<file path="src/rtl/dotacc_pkg.sv">
// Package dotacc_pkg
// Shared sizing defaults and a width helper for the packed dot-product
// accumulator. Assumes element widths of at least 2 bits.
package dotacc_pkg;
    localparam int DEF_ELEM_W       = 8;
    localparam int DEF_ELEMS        = 4;
    localparam int DEF_LANES        = 4;
    localparam int DEF_NARROW_LANES = 2;
    localparam int DEF_IDX_W        = 5;

    // Width of a sum of `terms` values that are each `w` bits wide.
    function automatic int sum_width(input int w, input int terms);
        return w + $clog2(terms);
    endfunction
endpackage

</file>
<file path="src/rtl/dotacc_lane.sv">
// Module dotacc_lane
// One lane: ELEMS pairwise products of ELEM_W-bit elements, reduced and
// added to the lane's accumulator value. `uns` picks zero or sign extension.
// When `en` is low the accumulator passes through. Purely combinational.
module dotacc_lane #(
    parameter int ELEM_W = dotacc_pkg::DEF_ELEM_W,
    parameter int ELEMS  = dotacc_pkg::DEF_ELEMS
) (
    input  logic [ELEM_W*ELEMS-1:0] a_lane,
    input  logic [ELEM_W*ELEMS-1:0] b_lane,
    input  logic [ELEM_W*ELEMS-1:0] acc_lane,
    input  logic                    uns,
    input  logic                    en,
    output logic [ELEM_W*ELEMS-1:0] res_lane
);
    localparam int LANE_W = ELEM_W * ELEMS;
    localparam int PROD_W = 2 * ELEM_W;
    localparam int SUM_W  = dotacc_pkg::sum_width(PROD_W, ELEMS);

    logic [PROD_W-1:0] prod [ELEMS];
    logic [SUM_W-1:0]  sum;
    logic [LANE_W-1:0] sum_x;

    for (genvar i = 0; i < ELEMS; i++) begin : g_mul
        logic signed [ELEM_W:0]   ea, eb;
        logic signed [PROD_W-1:0] p;
        // Widen each element by one bit so a single signed multiply covers both modes.
        always_comb begin
            ea = {(~uns & a_lane[ELEM_W*i+ELEM_W-1]), a_lane[ELEM_W*i +: ELEM_W]};
            eb = {(~uns & b_lane[ELEM_W*i+ELEM_W-1]), b_lane[ELEM_W*i +: ELEM_W]};
            p  = ea * eb;
        end
        assign prod[i] = p;
    end

    // Reduce the products, extending each one according to the mode.
    always_comb begin
        sum = '0;
        for (int i = 0; i < ELEMS; i++) begin
            if (uns)
                sum = sum + {{(SUM_W-PROD_W){1'b0}}, prod[i]};
            else
                sum = sum + {{(SUM_W-PROD_W){prod[i][PROD_W-1]}}, prod[i]};
        end
    end

    // Extend the reduced sum to the lane width, then add it modulo 2^LANE_W.
    always_comb begin
        sum_x    = {{(LANE_W-SUM_W){~uns & sum[SUM_W-1]}}, sum};
        res_lane = en ? (acc_lane + sum_x) : acc_lane;
    end
endmodule

</file>
<file path="src/rtl/dotacc_legal.sv">
// Module dotacc_legal
// Flags an illegal operation: in the wide mode, every register index must
// have bit 0 clear. Assumes the indices are packed side by side in `idx`.
module dotacc_legal #(
    parameter int IDX_W   = dotacc_pkg::DEF_IDX_W,
    parameter int NUM_IDX = 3
) (
    input  logic                     wide,
    input  logic [IDX_W*NUM_IDX-1:0] idx,
    output logic                     illegal
);
    logic [NUM_IDX-1:0] odd;

    for (genvar j = 0; j < NUM_IDX; j++) begin : g_odd
        assign odd[j] = idx[IDX_W*j];
    end

    // An operation is illegal only in the wide mode.
    always_comb illegal = wide & (|odd);
endmodule

</file>
<file path="src/rtl/dotacc_stage.sv">
// Module dotacc_stage
// One register stage with a valid/ready handshake. It takes new data when
// empty or when the held word leaves in the same cycle. Synchronous active-low reset.
module dotacc_stage #(
    parameter int W = 129
) (
    input  logic         clk,
    input  logic         rst_n,
    input  logic         in_valid,
    output logic         in_ready,
    input  logic [W-1:0] in_data,
    output logic         out_valid,
    input  logic         out_ready,
    output logic [W-1:0] out_data
);
    // The stage can accept when it is empty or being drained.
    always_comb in_ready = ~out_valid | out_ready;

    // Load, hold or empty the stage.
    always_ff @(posedge clk) begin
        if (!rst_n) begin
            out_valid <= 1'b0;
            out_data  <= '0;
        end else if (in_valid && in_ready) begin
            out_valid <= 1'b1;
            out_data  <= in_data;
        end else if (out_ready) begin
            out_valid <= 1'b0;
        end
    end
endmodule

</file>
<file path="src/rtl/dotacc_unit.sv">
// Module dotacc_unit
// Packed dot-product accumulator. Each lane of LANE_W bits holds ELEMS
// elements. In the narrow mode the low NARROW_LANES lanes are computed and
// the rest pass through. In the wide mode all lanes are computed. An illegal
// wide operation returns the accumulator unchanged with undef_op set.
// The result is registered once.
module dotacc_unit #(
    parameter int ELEM_W       = dotacc_pkg::DEF_ELEM_W,
    parameter int ELEMS        = dotacc_pkg::DEF_ELEMS,
    parameter int LANES        = dotacc_pkg::DEF_LANES,
    parameter int NARROW_LANES = dotacc_pkg::DEF_NARROW_LANES,
    parameter int IDX_W        = dotacc_pkg::DEF_IDX_W
) (
    input  logic                          clk,
    input  logic                          rst_n,
    input  logic                          in_valid,
    output logic                          in_ready,
    input  logic [ELEM_W*ELEMS*LANES-1:0] src_a,
    input  logic [ELEM_W*ELEMS*LANES-1:0] src_b,
    input  logic [ELEM_W*ELEMS*LANES-1:0] acc_in,
    input  logic                          unsigned_sel,
    input  logic                          wide_sel,
    input  logic [IDX_W-1:0]              dst_idx,
    input  logic [IDX_W-1:0]              srca_idx,
    input  logic [IDX_W-1:0]              srcb_idx,
    output logic                          out_valid,
    input  logic                          out_ready,
    output logic [ELEM_W*ELEMS*LANES-1:0] acc_out,
    output logic                          undef_op
);
    localparam int LANE_W = ELEM_W * ELEMS;
    localparam int VEC_W  = LANE_W * LANES;

    logic             illegal;
    logic [LANES-1:0] lane_en;
    logic [VEC_W-1:0] lane_res;

    dotacc_legal #(.IDX_W(IDX_W), .NUM_IDX(3)) u_legal (
        .wide    (wide_sel),
        .idx     ({srcb_idx, srca_idx, dst_idx}),
        .illegal (illegal)
    );

    for (genvar k = 0; k < LANES; k++) begin : g_lane
        // A lane is active when the mode covers it and the operation is legal.
        if (k < NARROW_LANES) begin : g_low
            assign lane_en[k] = ~illegal;
        end else begin : g_high
            assign lane_en[k] = wide_sel & ~illegal;
        end

        dotacc_lane #(.ELEM_W(ELEM_W), .ELEMS(ELEMS)) u_lane (
            .a_lane   (src_a[LANE_W*k +: LANE_W]),
            .b_lane   (src_b[LANE_W*k +: LANE_W]),
            .acc_lane (acc_in[LANE_W*k +: LANE_W]),
            .uns      (unsigned_sel),
            .en       (lane_en[k]),
            .res_lane (lane_res[LANE_W*k +: LANE_W])
        );
    end

    dotacc_stage #(.W(VEC_W + 1)) u_stage (
        .clk       (clk),
        .rst_n     (rst_n),
        .in_valid  (in_valid),
        .in_ready  (in_ready),
        .in_data   ({illegal, lane_res}),
        .out_valid (out_valid),
        .out_ready (out_ready),
        .out_data  ({undef_op, acc_out})
    );
endmodule

</file>
<file path="config.mk">
export PLATFORM = sky130hd
export DESIGN_NAME = dotacc_unit
export DESIGN_NICKNAME = d
export VERILOG_FILES = /design/src/rtl/dotacc_pkg.sv /design/src/rtl/dotacc_lane.sv /design/src/rtl/dotacc_legal.sv /design/src/rtl/dotacc_stage.sv /design/src/rtl/dotacc_unit.sv
export SDC_FILE = /design/constraint.sdc
export NUM_CORES = 2
export LEC_CHECK = 0
export ABC_AREA = 1
export BUFFER_PORTS_ARGS = -buffer_cell sky130_fd_sc_hd__buf_4
export CORE_UTILIZATION = 58
export CTS_BUF_LIST = sky130_fd_sc_hd__clkbuf_16
export DETAILED_ROUTE_END_ITERATION = 8
export PLACE_DENSITY_LB_ADDON = 0.3
export SLEW_MARGIN = 15
export SYNTH_ARGS = -nofsm -noshare
export SYNTH_HDL_FRONTEND = slang
export SYNTH_HIERARCHICAL = 1
export SYNTH_SLANG_ARGS = --single-unit
</file>
<file path="constraint.sdc">
create_clock -name clk -period 9.9 [get_ports clk]
set_clock_uncertainty 0.15 [all_clocks]
set_input_delay 0.99 -clock clk [delete_from_list [all_inputs] [get_ports clk]]
set_output_delay 0.99 -clock clk [all_outputs]
set_load 0.03 [all_outputs]
</file>
==> results by group <==
Logic synthesis
  – Main area contributors after synthesis: fa_1 30%, ha_1 15%, inv_1 13%
  – Syn Inst Count: 9763
  – Ys flop type: dfxtp_1
  – Post-synth top area cell: fa_1
  – Synth Warn #: 6
  – Synthesized cell area: 68700 um2
  – EDFF count, synth: 0
  – Syn nets: 12000
  – Cell variety after synth: 56
  – Synth top area share: 29.8%
  – Fraction of registers with async set/reset: 0%
  – Synth Area per Inst: 7.03 um2
  – Sequential area share after synthesis: 3.79%
  – Register bit total from synthesis: 130

Finish
  – Fill cells: 8990
  – Final Cell Area: 84900 um2
  – Share of final-layout standard cells stronger than drive strength 1: 21.8%
  – Most common cell after layout, fill and taps aside: inv_1
  – Nets: 13200
  – Most frequent cells in the layout: 2390 x inv_1, 2105 x nand2_1, 1499 x buf_4
  – Area growth, synth to finish: 23.6%

Die
  – Die Y: 346 um
  – # IOs: 536
  – Die width: 346 um
  – Core area: 117000 um2
  – # rows: 125
  – Die ar.: 120000 um2
  – Starting density of the core: 58.8%

Worst setup path
  – Setup crit start kind: primary input
  – CP Data Arrival Time: 10.42 ns
  – Worst setup EP type: flip-flop
  – Bufs and invs on worst path: 14
  – R2r endpoint: u_stage/out_data[32]
  – Crit path depth: 64
  – Reg-to-Reg Start: u_stage/out_valid
  – Worst Reg-to-Reg Cells: 5
  – Crit path max fanout: 8
  – CP max stage delay: 0.51 ns
  – Flop-to-flop setup slack: 7.66 ns
  – Crit path max-delay family: adder cells
  – Crit Path Class: primary input to flip-flop
  – Worst path required time: 10.15 ns
  – Slowest CP cell: fa_1

Worst hold path
  – Hold EP: u_stage/out_data[95]
  – Hold Path Depth: 2
  – Hold path start: u_stage/out_data[95]
  – Worst hold path type: flip-flop to flip-flop

Timing
  – Worst Tran Pin Value: 1.08 ns
  – Final min period: 10.17 ns
  – Period utilization: 103%
  – Max-slew headroom: 28.0%
  – RSZ-0062 raised after global routing: true
  – Setup-failing EPs final: 39
  – Worst setup margin: -0.273 ns
  – Final slew viol count: 0
  – Fmax: 98.3 MHz
  – Final Hold Fails: 0

Clock tree
  – # clock sinks: 130
  – CTS buffer count: 17
  – CTS max path bufs: 2
  – TritonCTS clock tree: yes
  – Clock latency on the worst-skew pair: 0.48 ns
  – CTS clk-pin slew, worst paths: 0.08 ns
  – H-tree depth: 4
  – Cts hold-fix bufs: 0
  – Root Driver: clkbuf_16

Place
  – RD Place Congestion: 0.970
  – Port-buffer cells: 523
  – Dpl cell area: 80300 um2
  – Post-DP HPWL: 170 mm

Drt
  – Initial drt markers: 4566
  – Vias: 66800
  – Number of routed nets with antenna violations: 0
  – Post-DR wirelength/cell: 16.5 um
  – Drt pass-1 iters: 6
  – Drt drc: 0
  – Post-Route WL: 206 mm
  – Via/cell ratio: 5.34

Outcome
  – Failing checks: setup timing
  – Outcome: finished with violations

Global route
  – Total grt overflow: 0
  – Tot GR Track Use: 33.4%
  – Vias in the first global route: 67900
  – First-pass GRT wire length: 327 mm
  – Largest net degree at the start of global routing: 186
  – Initial antenna violation count: 42

Job
  – MaxCap Viol Count: 0
## sequential cells by signal (all words and copies together), names as in the netlist
signal and cells:
u_stage/out_valid 1, u_stage/out_data 129
## synth_stat cells, drive strengths merged, types with 52 or more instances
cell type     n
xor2        258
fa         1024
xnor2       211
ha          804
clkbuf      270
o21ai       233
nand3       489
buf         118
or2          69
dfxtp       130
inv        2463
nand4        52
nand2      2322
o21bai       83
nor2        490
a21oi       527
## metal layers
metal	part of all wire, %	track usage (%)	vias up	wire, um
met5	0.044	0	-	91
met4	5.9	15.9	14	12100
met3	6.7	4.43	689	13800
met2	50	59.7	2524	103000
met1	37	39.3	31900	77100
li1	-	-	31600	-
## worst min-delay path: stages, from the launching register on
cell and delay [ns]:
dfxtp_1 0.33, a21oi_1 0.04, nor2_1 0.07
## logic make-up (layout without fill, tap and decap cells)
kind of cell	count (synthesis)	count (layout)	share of synthesized area, %
other cells	0	35	0
flops	130	130	3.79
fa+ha+maj	1828	1828	44.5
xor+xnor	469	469	5.98
buf+inv	2852	4043	16.1
simple gates	3482	3484	21.4
compound gates	1002	1002	8.25
## cell type report
type	count	area, um2	share of cell area, %
Clock inverter	15	239	0.281
Sequential cell	130	2600	3.07
Timing Repair Buffer	1547	12000	14.1
Tap cell	1524	1910	2.25
Clock buffer	17	425	0.501
Multi-Input combinational cell	6783	58300	68.7
Inverter	2464	9320	11.0
Antenna cell	35	87.6	0.103
## repair_timing
item,in CTS,in global routing
pin swaps,85,348
buffers inserted,18,61
resized for setup,120,653
cloned,2,3
endpoints found under the setup margin,54,70
## how the worst max path moves through the flow
| stage | to | slack [ns] | from |
|---|---|---|---|
| after floorplan | u_stage/out_data[58] | -0.02 | unsigned_sel |
| after global placement | u_stage/out_data[121] | -0.61 | unsigned_sel |
| final | u_stage/out_data[28] | -0.27 | unsigned_sel |
| after detailed placement | u_stage/out_data[121] | -0.79 | unsigned_sel |
| after CTS | u_stage/out_data[118] | -0.10 | unsigned_sel |
| after global routing | u_stage/out_data[124] | -0.76 | unsigned_sel |
## stage by stage
step                      hold WS (ns)  setup TNS, ns  instances  setup slack, ns  util, %
after floorplan                  0.474        -0.0230       9763          -0.0230        -
after global placement           0.312         -29.12      12400           -0.607     68.7
after detailed placement         0.320         -40.64      12400           -0.794     68.7
after CTS                        0.328         -0.572      12400           -0.102     69.9
after global routing             0.340         -31.19      12500           -0.758     72.7
final                            0.322          -5.76      12500           -0.273     72.7
Power is not shown: default switching activity piles up to over one toggle a cycle in this logic, so the estimate is an artifact.
